[src/rtl/stby_pkg.sv]
package stby_pkg;
  localparam int RATE_W    = 2;
  localparam int CBR_TICKS = 4;
  localparam int MAX_GAP   = 1 << ((1 << RATE_W) - 1);

  typedef enum logic [1:0] {
    CTL_OFF  = 2'd0,
    CTL_ON   = 2'd1,
    CTL_EXIT = 2'd2
  } ctl_e;

  typedef enum logic [2:0] {
    SQ_IDLE   = 3'd0,
    SQ_CAS    = 3'd1,
    SQ_BOTH_A = 3'd2,
    SQ_BOTH_B = 3'd3,
    SQ_RREL   = 3'd4
  } sq_e;
endpackage

[src/rtl/stby_ctl.sv]
module stby_ctl
  import stby_pkg::*;
(
  input  logic clk,
  input  logic rst,
  input  logic req,
  input  logic ext_rtc,
  input  logic trip,
  output ctl_e state,
  output logic leave
);
  logic req_q;
  logic enter;

  assign enter = req && !req_q && !ext_rtc;
  assign leave = (state == CTL_ON) && (!req || ext_rtc || trip);

  always_ff @(posedge clk) begin
    if (rst) begin
      state <= CTL_OFF;
      req_q <= 1'b0;
    end else begin
      req_q <= req;
      unique case (state)
        CTL_OFF:  if (enter) state <= CTL_ON;
        CTL_ON:   if (leave) state <= CTL_EXIT;
        CTL_EXIT: state <= CTL_OFF;
        default:  state <= CTL_OFF;
      endcase
    end
  end

  // slow clock missing keeps standby off
  assert_rtc_refuse_R3: assert property (@(posedge clk) disable iff (rst)
    (state == CTL_OFF && ext_rtc) |=> state == CTL_OFF);

  // a watchdog trip ends standby
  assert_trip_exit_R7: assert property (@(posedge clk) disable iff (rst)
    (state == CTL_ON && trip) |=> state == CTL_EXIT);

  // the exit state lasts exactly one clock
  assert_exit_once_R8: assert property (@(posedge clk) disable iff (rst)
    (state == CTL_EXIT) |=> state == CTL_OFF);
endmodule

[src/rtl/stby_cbr_seq.sv]
module stby_cbr_seq
  import stby_pkg::*;
(
  input  logic              clk,
  input  logic              rst,
  input  logic              run,
  input  logic              tick,
  input  logic              inhibit,
  input  logic [RATE_W-1:0] rate,
  output logic              ras_n,
  output logic              cas_n,
  output logic              done
);
  localparam int GAP_W = $clog2(MAX_GAP + 1);

  sq_e             st_q, st_d;
  logic [GAP_W-1:0] gap_q, gap_d, gap_len;
  logic            fin;

  assign gap_len = GAP_W'(1) << rate;

  always_comb begin
    st_d  = st_q;
    gap_d = gap_q;
    fin   = 1'b0;
    if (!run) begin
      st_d  = SQ_IDLE;
      gap_d = '0;
    end else if (tick) begin
      unique case (st_q)
        SQ_IDLE: begin
          if (gap_q + GAP_W'(1) >= gap_len) begin
            if (!inhibit) begin
              st_d  = SQ_CAS;
              gap_d = '0;
            end else begin
              gap_d = gap_len - GAP_W'(1);
            end
          end else begin
            gap_d = gap_q + GAP_W'(1);
          end
        end
        SQ_CAS:    st_d = SQ_BOTH_A;
        SQ_BOTH_A: st_d = SQ_BOTH_B;
        SQ_BOTH_B: st_d = SQ_RREL;
        SQ_RREL: begin
          st_d  = SQ_IDLE;
          gap_d = '0;
          fin   = 1'b1;
        end
        default: st_d = SQ_IDLE;
      endcase
    end
  end

  always_ff @(posedge clk) begin
    if (rst) begin
      st_q  <= SQ_IDLE;
      gap_q <= '0;
      ras_n <= 1'b1;
      cas_n <= 1'b1;
      done  <= 1'b0;
    end else begin
      st_q  <= st_d;
      gap_q <= gap_d;
      ras_n <= !(st_d == SQ_BOTH_A || st_d == SQ_BOTH_B);
      cas_n <= !(st_d inside {SQ_CAS, SQ_BOTH_A, SQ_BOTH_B, SQ_RREL});
      done  <= fin;
    end
  end

  // row strobe is only ever low under a low column strobe
  assert_ras_under_cas_R4: assert property (@(posedge clk) disable iff (rst)
    !ras_n |-> !cas_n);

  // column strobe leads the row strobe
  assert_cas_leads_ras_R4: assert property (@(posedge clk) disable iff (rst)
    $fell(ras_n) |-> $past(!cas_n));

  // completion marker is one clock wide
  assert_done_pulse_R6: assert property (@(posedge clk) disable iff (rst)
    done |=> !done);
endmodule

[src/rtl/stby_refresh_wd.sv]
module stby_refresh_wd
  import stby_pkg::*;
#(
  parameter int PERIODS = 15
) (
  input  logic              clk,
  input  logic              rst,
  input  logic              arm,
  input  logic              tick,
  input  logic              done,
  input  logic [RATE_W-1:0] rate,
  output logic              trip
);
  localparam int MAX_LIMIT = PERIODS * (MAX_GAP + CBR_TICKS);
  localparam int CNT_W     = $clog2(MAX_LIMIT + 1);

  logic [CNT_W-1:0] cnt_q;
  logic [CNT_W-1:0] limit;

  assign limit = CNT_W'(PERIODS * ((1 << rate) + CBR_TICKS));
  assign trip  = arm && (cnt_q >= limit);

  always_ff @(posedge clk) begin
    if (rst || !arm || done) begin
      cnt_q <= '0;
    end else if (tick && (cnt_q < limit)) begin
      cnt_q <= cnt_q + CNT_W'(1);
    end
  end

  // count moves only on a slow tick
  assert_wd_step_R7: assert property (@(posedge clk) disable iff (rst)
    (arm && $past(arm) && !$past(done) && !$past(tick)) |-> $stable(cnt_q));
endmodule

[src/rtl/stby_refresh_sup.sv]
module stby_refresh_sup
  import stby_pkg::*;
#(
  parameter int MA_W       = 10,
  parameter int CFG_W      = 4,
  parameter int WD_PERIODS = 15
) (
  input  logic              clk,
  input  logic              rst,
  input  logic              stby_req,
  input  logic              ext_rtc_en,
  input  logic              ref_inhibit,
  input  logic [RATE_W-1:0] rate_sel,
  input  logic              tick_32k,
  input  logic              cfg_we,
  input  logic [CFG_W-1:0]  cfg_d,
  input  logic              reloc_d,
  output logic [CFG_W-1:0]  cfg_q,
  output logic              reloc_q,
  output logic              ras_n,
  output logic              cas_n,
  output logic              mwe_n,
  output logic [MA_W-1:0]   ma,
  output logic              mem_drive_en,
  output logic              refresh_done,
  output logic              stby_active
);
  ctl_e ctl;
  logic leave;
  logic trip;
  logic run;

  stby_ctl ctl_i (
    .clk     (clk),
    .rst     (rst),
    .req     (stby_req),
    .ext_rtc (ext_rtc_en),
    .trip    (trip),
    .state   (ctl),
    .leave   (leave)
  );

  assign run = (ctl == CTL_ON) && !leave;

  stby_cbr_seq seq_i (
    .clk     (clk),
    .rst     (rst),
    .run     (run),
    .tick    (tick_32k),
    .inhibit (ref_inhibit),
    .rate    (rate_sel),
    .ras_n   (ras_n),
    .cas_n   (cas_n),
    .done    (refresh_done)
  );

  stby_refresh_wd #(.PERIODS(WD_PERIODS)) wd_i (
    .clk  (clk),
    .rst  (rst),
    .arm  (ctl == CTL_ON),
    .tick (tick_32k),
    .done (refresh_done),
    .rate (rate_sel),
    .trip (trip)
  );

  assign stby_active  = (ctl != CTL_OFF);
  assign mem_drive_en = stby_active;
  assign ma           = {MA_W{stby_active}};
  assign mwe_n        = 1'b1;

  always_ff @(posedge clk) begin
    if (rst) begin
      cfg_q   <= '0;
      reloc_q <= 1'b0;
    end else if (cfg_we && !stby_active) begin
      cfg_q   <= cfg_d;
      reloc_q <= reloc_d;
    end
  end

  // strobes are released before standby is dropped
  assert_strobes_first_R8: assert property (@(posedge clk) disable iff (rst)
    $fell(stby_active) |-> $past(ras_n && cas_n));

  // retained configuration is frozen during standby
  assert_cfg_frozen_R9: assert property (@(posedge clk) disable iff (rst)
    stby_active |=> $stable({cfg_q, reloc_q}));

  // no strobe low outside standby
  assert_idle_strobes_R8: assert property (@(posedge clk) disable iff (rst)
    !stby_active |-> (ras_n && cas_n));
endmodule

[config.mk]
export PLATFORM = sky130hd
export DESIGN_NAME = stby_refresh_sup
export DESIGN_NICKNAME = d
export VERILOG_FILES = /design/src/rtl/stby_pkg.sv /design/src/rtl/stby_ctl.sv /design/src/rtl/stby_cbr_seq.sv /design/src/rtl/stby_refresh_wd.sv /design/src/rtl/stby_refresh_sup.sv
export SDC_FILE = /design/constraint.sdc
export NUM_CORES = 1
export LEC_CHECK = 0
export ABC_AREA = 1
export BUFFER_PORTS_ARGS = -buffer_cell sky130_fd_sc_hd__buf_2
export CAP_MARGIN = 20
export CORE_UTILIZATION = 49
export CTS_BUF_LIST = sky130_fd_sc_hd__clkbuf_16
export DETAILED_ROUTE_END_ITERATION = 7
export PLACE_DENSITY = 0.76
export SLEW_MARGIN = 40
export SYNTH_ARGS = -nofsm -noshare
export SYNTH_HDL_FRONTEND = slang
export SYNTH_SLANG_ARGS = --single-unit
[constraint.sdc]
create_clock -name clk -period 1.8 [get_ports clk]
set_input_delay 0.36 -clock clk [delete_from_list [all_inputs] [get_ports clk]]
set_output_delay 0.36 -clock clk [all_outputs]
set_load 0.05 [all_outputs]
==> impl_metrics.ini, run 1 <==
[yosys]
avgSynthCellArea_sq_um = 7.278
synthXorXnorAreaFrac = 0.02149
synth_area_leader_cell = dfxtp_1
yosys.area_share.simple = 0.3039
yosys-top-cells-area = dfxtp_1 32%, ha_1 11%, nand2_1 9.7%
synth_cells = 224
ys_seq_area_frac = 0.3193
synth_edf_count = 0
netlist_area_sq_mm = 0.001630
synth_common_cells = 42 x nand2_1, 31 x nor2_1, 28 x inv_1
synthArstFlopShare = 0
synth.area.mux_share = 0
synth-compound-area-share = 0.1120
synth_top_family_by_area = simple AND/OR/NAND/NOR gates
synth_nets = 252
ys_ff_latch = 26
yosysMostFrequentCell = nand2_1
synthAdderAreaFrac = 0.1074
synth_warnings = 0
synth-main-ff-cell = dfxtp_1
synth.top_cell.area_share = 0.3193
synth_cell_type_count = 31

[critical_path]
reg2reg_to = seq_i.gap_q[1]$_SDFFE_PP0P_
critPathRequiredTime_ps = 1940
crit_path_max_fanout = 4
crit_type = reg -> reg
reg2reg_depth = 11
r2r_start = seq_i.gap_q[1]$_SDFFE_PP0P_
cp-start-kind = flop
crit_path_end_kind = flop
crit_arrival_ps = 2050
rrSetupSlack_ps = -100

[global_route]
grtUsageTotal = 0.1973
gr-total-overflow = 0
antenna_found_initial = 0
grt_max_degree = 15
first_global_vias = 1234
grt_pass1_wl_um = 5244

[timing]
slew_headroom = 0.6642
worst_slack_ps = -104.7
finalCritPeriodShare = 1.058
skew_ps = 2.638
setup_tns_ps = -347.2
rsz0062_at_grt = true
setup_viol_count_final = 4
period_needed_ps = 1905
slew_viol_final = 0
finalHoldViolCount = 0
worst_slew_pin_slew_ps = 500.9
fmax_mhz = 525.0

[layout]
fillCellCount = 272
stdcell_area_sq_mm = 0.002098
area_growth_pct = 28.70
fin_nets = 296
drive_gt1_frac = 0.3633
multi_input_area_sq_um = 994.7
diodes = 0
regArea_sq_um = 525.5

[placement]
hpwl_um = 2470
io_buffer_count = 33
gp_congestion = 0.7969
place_area_sq_mm = 0.001862

[min_path]
hold_start = stby_req
whs_path_depth = 3
hold_end = ctl_i.req_q$_SDFF_PP0_
hold_class = in -> reg

[pwr]
peakVddDrop_uv = 463.6
p_sw_frac = 0.2976
power_uw = 1382
power.leakage_uw = 0.001027
cellPowerDensity_mw_per_mm2 = 658.8
p_seq_frac = 0.429
power_frac_comb = 0.212
power.switching_uw = 411.4
power.internal_uw = 970.9
clkPwrFrac = 0.360

[floorplan]
die_area_sq_mm = 0.003562
core_area_sq_mm = 0.003103
die_h_um = 59.68
ioPinCount = 35
row_count = 20
die_w_um = 59.68
initial_core_util = 0.5254

[drt]
postRouteAntennaNets = 0
vias = 1497
drc = 0
routed_wl_um = 3434
via_per_inst = 4.814
drt_first_pass_iters = 4
drtIter0Drc = 62
wire_per_inst_um = 11.04

[outcome]
failed_checks = negative setup slack
outcome = complete, but fails checks

[clock_network]
cts_hold_buf = 0
cts-root-buf = clkbuf_16
h-tree-depth = 1
clock_latency_ps = 260
cts_tree = yes
cts.sinks = 26
clk_path_buf_depth = 2
clk_pin_slew_ps = 60
cts_inserted_buffers = 3

[flow_run]
cap_violations = 0
[cells in the final DEF (no fill, tap or decap), types with 2 or more instances in the layout]
| cell type | Yosys | layout |
|---|---|---|
| a21oi_1 | 13 | 12 |
| a21oi_2 | 1 | 2 |
| buf_2 | 0 | 32 |
| buf_4 | 12 | 18 |
| buf_6 | 0 | 2 |
| clkbuf_16 | 0 | 3 |
| dfxtp_1 | 26 | 24 |
| ha_1 | 14 | 10 |
| ha_4 | 0 | 4 |
| inv_1 | 28 | 28 |
| inv_2 | 5 | 4 |
| nand2_1 | 42 | 37 |
| nand2_2 | 2 | 7 |
| nand3_1 | 7 | 5 |
| nand3_2 | 3 | 5 |
| nand4_1 | 4 | 4 |
| nor2_1 | 31 | 31 |
| nor2_2 | 2 | 2 |
| nor2_4 | 4 | 4 |
| nor3_2 | 2 | 2 |
| o21ai_0 | 11 | 7 |
| o21ai_2 | 0 | 3 |
| o21bai_1 | 2 | 2 |
| xnor2_1 | 3 | 2 |
[layer usage]
| metal | part of all wire | global-route usage | routed length [um] | vias to the layer above |
|---|---|---|---|---|
| met5 | 0 | 0 | 0 | - |
| met4 | 0.016 | 0.06977 | 54 | 0 |
| met3 | 0.045 | 0.04113 | 155 | 7 |
| met2 | 0.48 | 0.3095 | 1635 | 45 |
| met1 | 0.46 | 0.2675 | 1589 | 656 |
| li1 | - | - | - | 789 |
[registers in the layout, indices dropped and copies added, names as in the netlist, 2 cells and up]
register / count
wd_i.cnt_q: 8
cfg_q: 4
seq_i.gap_q: 4
seq_i.st_q: 3
ctl_i.state: 2
[final cells by class]
type                            instances  share of cell area
Clock buffer                            3             0.03578
Clock inverter                          1            0.001789
Inverter                               33             0.06023
Multi-Input combinational cell        152              0.4741
Sequential cell                        26              0.2504
Tap cell                               44             0.02624
Timing Repair Buffer                   52              0.1515
[per-stage QoR]
stage                     setup WS [ps]  std cells  hold slack (ps)  utilization
final                            -104.7        311            332.6       0.6762
after CTS                        -63.70        308            316.5       0.6452
after floorplan                   8.062        224            461.4            -
after global routing             -199.7        311            345.4       0.6762
after detailed placement         -271.1        302            470.3       0.6000
after global placement           -180.0        302            462.0       0.6000
[what timing repair did]
| item | CTS | global route |
|---|---|---|
| hold endpoints to repair | 0 | 0 |
| gates resized for setup | 10 | 19 |
| setup buffers | 2 | 3 |
| endpoints found under the setup margin | 3 | 11 |
| pin swaps | 6 | 14 |
[worst max-delay path by stage]
stage	startpoint	endpoint	slack [ps]
final	seq_i.gap_q[1]$_SDFFE_PP0P_	seq_i.gap_q[1]$_SDFFE_PP0P_	-100
after global routing	seq_i.gap_q[1]$_SDFFE_PP0P_	seq_i.cas_n$_SDFF_PP1_	-200
after CTS	seq_i.gap_q[1]$_SDFFE_PP0P_	seq_i.cas_n$_SDFF_PP1_	-60
after detailed placement	rate_sel[1]	seq_i.cas_n$_SDFF_PP1_	-270
after global placement	rate_sel[1]	seq_i.cas_n$_SDFF_PP1_	-180
after floorplan	seq_i.gap_q[0]$_SDFFE_PP0P_	seq_i.cas_n$_SDFF_PP1_	8
[critical path: stages, from the launching register on]
cell and delay [ps]:
dfxtp_4 360, ha_4 160, xor2_2 150, ha_1 320, nand2_1 60, inv_1 40
nand2_1 60, nand3_2 120, buf_4 160, buf_6 110, o211ai_1 160, a21oi_1 90
[power groups by stage]
stage / Sequential, uW / Combinational [uW] / Clock [uW]
finish: 593 / 292 / 497
global route: 594 / 315 / 521
CTS: 594 / 272 / 506
detailed placement: 607 / 262 / 0
global placement: 607 / 259 / 0
floorplan: 640 / 182 / 0
[cell families (layout without fill, tap and decap cells)]
group                    count (synthesis)  count (layout)
XOR/XNOR                                 4               4
adder cells (fa/ha/maj)                 14              14
flip-flops                              26              26
other                                    1               1
AND/OR/NAND/NOR                        101             101
buffers and inverters                   46              89
AO/OA/AOI/OAI                           32              32
No activity file was read; power rests on OpenSTA's default activity.
==> run 2, diff against run 1 <==
==> constraint.sdc (replaced) <==
create_clock -name clk -period 1.65 [get_ports clk]
set_input_delay 0.33 -clock clk [delete_from_list [all_inputs] [get_ports clk]]
set_output_delay 0.33 -clock clk [all_outputs]
set_load 0.05 [all_outputs]
==> run 2 against run 1 <==
The run still ends with negative setup slack left. Cell count up 0.96%. Largest power group is now clock. Sequential share of layout area down 1.9 points. Utilization up 6.6 points. Sequential power up 8.8%. Combinational power up 14%. Final area up 9.7%. Critical path depth unchanged. Routed wire length up 13%. Count of clock-buffer cells in the layout unchanged. Clock power up 43%. Global-route usage up 2.0 points.
==> impl_metrics.ini, run 2 (same netlist as run 1, synthesis figures left out) <==
[layout]
reg_top3 = wd_i.cnt_q (8), cfg_q (4), seq_i.gap_q (4)
finalNonFillerCells = 314
fillCellCount = 241
fin_nets = 299
top_register = wd_i.cnt_q
diodes = 0
drive_gt1_frac = 0.4556
layout_common_cells = 33 x nand2_1, 31 x buf_2, 29 x nor2_1
area_growth_pct = 41.21
largest_reg_flops = 8
final_common_cell = nand2_1

[placement]
hpwl_um = 2621
pre_cts_slack_ps = -317.3
io_buffer_count = 33
gp_congestion = 0.7889
dp_cells = 306

[critical_path]
crit_type = reg -> reg
crit_path_end_kind = flop
cp-start-kind = flop
crit_path_max_fanout = 4
crit_arrival_ps = 2010
critPathRequiredTime_ps = 1840

[timing]
finalCritPeriodShare = 1.100
worst_slew_pin_slew_ps = 497.9
slew_headroom = 0.6663
skew_ps = 2.886
rsz0062_at_grt = true
fmax_mhz = 551.0
worst_slack_ps = -164.9
setup_viol_count_final = 13
slew_viol_final = 0
finalHoldViolCount = 0
period_needed_ps = 1815
fin_hold_ws_ps = 283.7

[drt]
drtIter0Drc = 58
routed_wl_um = 3867
via_per_inst = 4.927
postRouteAntennaNets = 0
drt_first_pass_iters = 4
vias = 1547
wire_per_inst_um = 12.32
drc = 0

[clock_network]
cts_tree = yes
clk_pin_slew_ps = 70
h-tree-depth = 1
cts_inserted_buffers = 3
cts-root-buf = clkbuf_16
cts.sinks = 26
clock_latency_ps = 260
clk_path_buf_depth = 2

[global_route]
grt_pass1_wl_um = 5775
gr-total-overflow = 0
antenna_found_initial = 0
grtUsageTotal = 0.2175
grt_max_degree = 16
first_global_vias = 1342

[floorplan]
row_count = 20
initial_core_util = 0.5254
core_area_sq_mm = 0.003103
die_area_sq_mm = 0.003562
die_h_um = 59.68
ioPinCount = 35
die_w_um = 59.68

[pwr]
cellPowerDensity_mw_per_mm2 = 732.9
power.leakage_uw = 0.001076
peakVddDrop_uv = 597.9
power_uw = 1687

[flow_run]
cap_violations = 0

[outcome]
failed_checks = negative setup slack
outcome = complete, but fails checks

[min_path]
hold_class = in -> reg
[run 2: repair_timing]
item,CTS,global route
gates resized for setup,14,34
endpoints found under the setup margin,12,31
pin swaps,7,14
setup buffers,2,2
hold buffers,0,0
[run 2: cell type report]
cell class,count,area [sq um],area share
repair buffers,55,354.1,0.1538
well taps,44,55.05,0.02391
flip-flops and latches,26,533.0,0.2315
clock inverters,1,30.03,0.01304
inverters,33,126.4,0.05489
clock buffers,3,75.07,0.03261
multi-input cells,152,1129,0.4902
[run 2: where the power goes]
group	switching (uW)	internal, uW	leakage (uW)
clock network	228	483	0.0000511
logic	235	96.4	0.000810
registers	6.40	638	0.000215
[run 2: final timing paths]
path,start,endpoint,slack (ps),depth (start not counted)
hold / removal,stby_req,ctl_i.req_q$_SDFF_PP0_,280,3
setup / recovery,seq_i.gap_q[0]$_SDFFE_PP0P_,seq_i.gap_q[2]$_SDFFE_PP0P_,-160,11
setup reg to reg,seq_i.gap_q[0]$_SDFFE_PP0P_,seq_i.gap_q[2]$_SDFFE_PP0P_,-160,11
hold reg to reg,cfg_q[0]$_SDFFE_PP0P_,cfg_q[0]$_SDFFE_PP0P_,480,2
[run 2: worst max-delay path: stages, from the launching register on]
cell     delay (ps)
dfxtp_4         370
ha_4            180
xor2_4          160
ha_4            260
nand2_1          40
inv_1            40
nand2_1          50
nand3_2         100
inv_1           110
o31ai_1         220
nand2_1          90
a21oi_1         120
[run 2: routing by layer]
| metal | track usage | share of wire | vias up |
|---|---|---|---|
| li1 | - | - | 796 |
| met1 | 0.2882 | 0.45 | 721 |
| met2 | 0.3571 | 0.51 | 23 |
| met3 | 0.03463 | 0.024 | 7 |
| met4 | 0.07641 | 0.014 | 0 |
| met5 | 0 | 0 | - |
[run 2: per-stage QoR]
| stage | instance area [sq um] | setup TNS (ps) | util |
|---|---|---|---|
| 6_report | 2302 | -805.4 | 0.7419 |
| 5_1_grt | 2302 | -2458 | 0.7419 |
| 4_1_cts | 2173 | -258.5 | 0.7004 |
| 3_5_place_dp | 1974 | -4219 | 0.6363 |
| 3_3_place_gp | 1974 | -3820 | 0.6363 |
| 2_1_floorplan | 1713 | -33.04 | - |
==> run 3, diff against run 2 <==
--- a/config.mk
+++ b/config.mk
@@ -12,6 +12,7 @@
 export CTS_BUF_LIST = sky130_fd_sc_hd__clkbuf_16
 export DETAILED_ROUTE_END_ITERATION = 7
 export PLACE_DENSITY = 0.76
+export REMOVE_ABC_BUFFERS = 1
 export SLEW_MARGIN = 40
 export SYNTH_ARGS = -nofsm -noshare
 export SYNTH_HDL_FRONTEND = slang
==> run 3 against run 2 <==
The flow still finishes with violations (negative setup slack). Critical path depth decreased by 1. Sequential cell count unchanged. Sequential share of layout area decreased by 0.29 points. Critical path type unchanged. Largest cell class unchanged. Largest power group unchanged.
==> impl_metrics.ini, run 3 (same netlist as run 1, synthesis figures left out) <==
[clock_network]
clk_path_buf_depth = 2
clk_pin_slew_ps = 70
h-tree-depth = 1
cts.sinks = 26
cts_inserted_buffers = 3
cts_tree = yes
clock_latency_ps = 270
cts-root-buf = clkbuf_16

[critical_path]
crit_type = reg -> reg
path_common_cell = ha_4
max_stage_delay_ps = 370
r2r_start = seq_i.gap_q[1]$_SDFFE_PP0P_
critPathRequiredTime_ps = 1850
crit_arrival_ps = 2130
crit_path_end_kind = flop
cp-start-kind = flop
crit_chain = ha_4 -> xor2_4 -> ha_4 -> nand4_1 -> nand3_4 -> buf_4 -> inv_4 -> o31ai_2 -> nand2_1 -> a21oi_2
critPathSlowestCell = dfxtp_4
rrSetupSlack_ps = -280
reg2reg_to = seq_i.gap_q[2]$_SDFFE_PP0P_
reg2reg_depth = 10
crit_path_max_fanout = 4

[drt]
drt_first_pass_iters = 4
drc = 0
routed_wl_um = 4271
wire_per_inst_um = 13.43
vias = 1597
via_per_inst = 5.022
drtIter0Drc = 59
postRouteAntennaNets = 0

[global_route]
gr-usage-met1 = 0.2976
first_global_vias = 1308
grtUsageMet2 = 0.3524
gr-total-overflow = 0
grtUsageTotal = 0.2166
grt_max_degree = 16
use_met3 = 0.03247
antenna_found_initial = 0
grt_busiest_layer = met2
grt_pass1_wl_um = 5740

[layout]
top_register = wd_i.cnt_q
area_growth_pct = 43.67
multi_input_area_sq_mm = 0.001135
reg_top3 = wd_i.cnt_q (8), cfg_q (4), seq_i.gap_q (4)
stdcell_area_sq_mm = 0.002342
largest_reg_flops = 8
regArea_sq_um = 535.5
finalNonFillerCells = 318
final_common_cell = nand2_1
fillCellCount = 225
layout_common_cells = 34 x nand2_1, 31 x buf_2, 29 x nor2_1
diodes = 0
fin_nets = 303
drive_gt1_frac = 0.4526

[timing]
setup_tns_ps = -1400
rsz0062_at_grt = true
worst_slew_pin_slew_ps = 564.3
slew_viol_final = 0
slew_headroom = 0.6217
setup_viol_count_final = 13
finalCritPeriodShare = 1.167
finalHoldViolCount = 0
skew_ps = 6.347
period_needed_ps = 1926
worst_slack_ps = -276.2
fmax_mhz = 519.1

[placement]
hpwl_um = 2595
io_buffer_count = 33
dp_cells = 306
pre_cts_slack_ps = -384.0
gp_congestion = 0.8480
place_area_sq_mm = 0.001892

[outcome]
outcome = complete, but fails checks
failed_checks = negative setup slack

[pwr]
clkPwrFrac = 0.419
p_seq_frac = 0.378
peakVddDrop_uv = 547.5
power_frac_comb = 0.204
power.leakage_uw = 0.001094
cellPowerDensity_mw_per_mm2 = 728.0
p_sw_frac = 0.2810
power.switching_uw = 479.2
power_uw = 1705
power.internal_uw = 1226

[floorplan]
core_area_sq_mm = 0.003103
row_count = 20
initial_core_util = 0.5254
die_area_sq_mm = 0.003562
die_w_um = 59.68
ioPinCount = 35
die_h_um = 59.68

[min_path]
whs_path_depth = 3
hold_class = in -> reg
hold_end = ctl_i.req_q$_SDFF_PP0_
hold_start = stby_req

[flow_run]
cap_violations = 0
-- run 3: power by group through the flow --
stage | Sequential, uW | Clock, uW | Combinational [uW]
2_1_floorplan | 699 | 0 | 169
3_3_place_gp | 662 | 0 | 285
3_5_place_dp | 663 | 0 | 289
4_1_cts | 648 | 716 | 295
5_1_grt | 645 | 744 | 373
6_report | 644 | 714 | 347
-- run 3: routing by layer --
| layer | share of wire | up-vias | wire length (um) |
|---|---|---|---|
| met1 | 0.44 | 729 | 1878 |
| met4 | 0.023 | 0 | 97 |
| met5 | 0 | - | 0 |
| met2 | 0.48 | 49 | 2062 |
| li1 | - | 807 | - |
| met3 | 0.054 | 12 | 232 |
-- run 3: critical path: cells and delay by family (launching register included) --
family / cells / cell delay [ps]
xor+xnor: 1 / 160
compound gates: 2 / 330
fa+ha+maj: 2 / 450
flops: 1 / 370
simple gates: 3 / 380
buf+inv: 2 / 170
-- run 3: worst max path at each step --
| stage | slack, ps | to | depth (start not counted) | from |
|---|---|---|---|---|
| 3_3_place_gp | -320 | seq_i.cas_n$_SDFF_PP1_ | 16 | rate_sel[1] |
| 4_1_cts | -200 | seq_i.cas_n$_SDFF_PP1_ | 15 | seq_i.gap_q[0]$_SDFFE_PP0P_ |
| 6_report | -280 | seq_i.gap_q[2]$_SDFFE_PP0P_ | 10 | seq_i.gap_q[1]$_SDFFE_PP0P_ |
| 3_5_place_dp | -380 | seq_i.cas_n$_SDFF_PP1_ | 16 | rate_sel[1] |
| 2_1_floorplan | -2540 | ma[0] | 2 | ctl_i.state[1]$_SDFFE_PP0P_ |
| 5_1_grt | -350 | seq_i.gap_q[2]$_SDFFE_PP0P_ | 11 | seq_i.gap_q[1]$_SDFFE_PP0P_ |
-- run 3: layout make-up --
type                       count  share of cell area
clock buffer                   3             0.03205
clock inverter                 1             0.01282
inverter                      33             0.05395
multi-input combinational    152              0.4845
sequential                    26              0.2286
tap                           44             0.02350
timing repair buffer          59              0.1645
-- run 3: repair_timing --
| action | CTS | global route |
|---|---|---|
| endpoints found under the setup margin | 12 | 19 |
| hold buffers | 0 | 0 |
| setup buffers | 1 | 7 |
| resized for setup | 16 | 45 |
| pin swaps | 6 | 17 |
-- run 3: stage by stage --
| step | utilization | hold WS, ps |
|---|---|---|
| 2_1_floorplan | - | 402.4 |
| 3_3_place_gp | 0.6097 | 460.6 |
| 3_5_place_dp | 0.6097 | 472.1 |
| 4_1_cts | 0.6681 | 290.3 |
| 5_1_grt | 0.7548 | 324.0 |
| 6_report | 0.7548 | 283.3 |
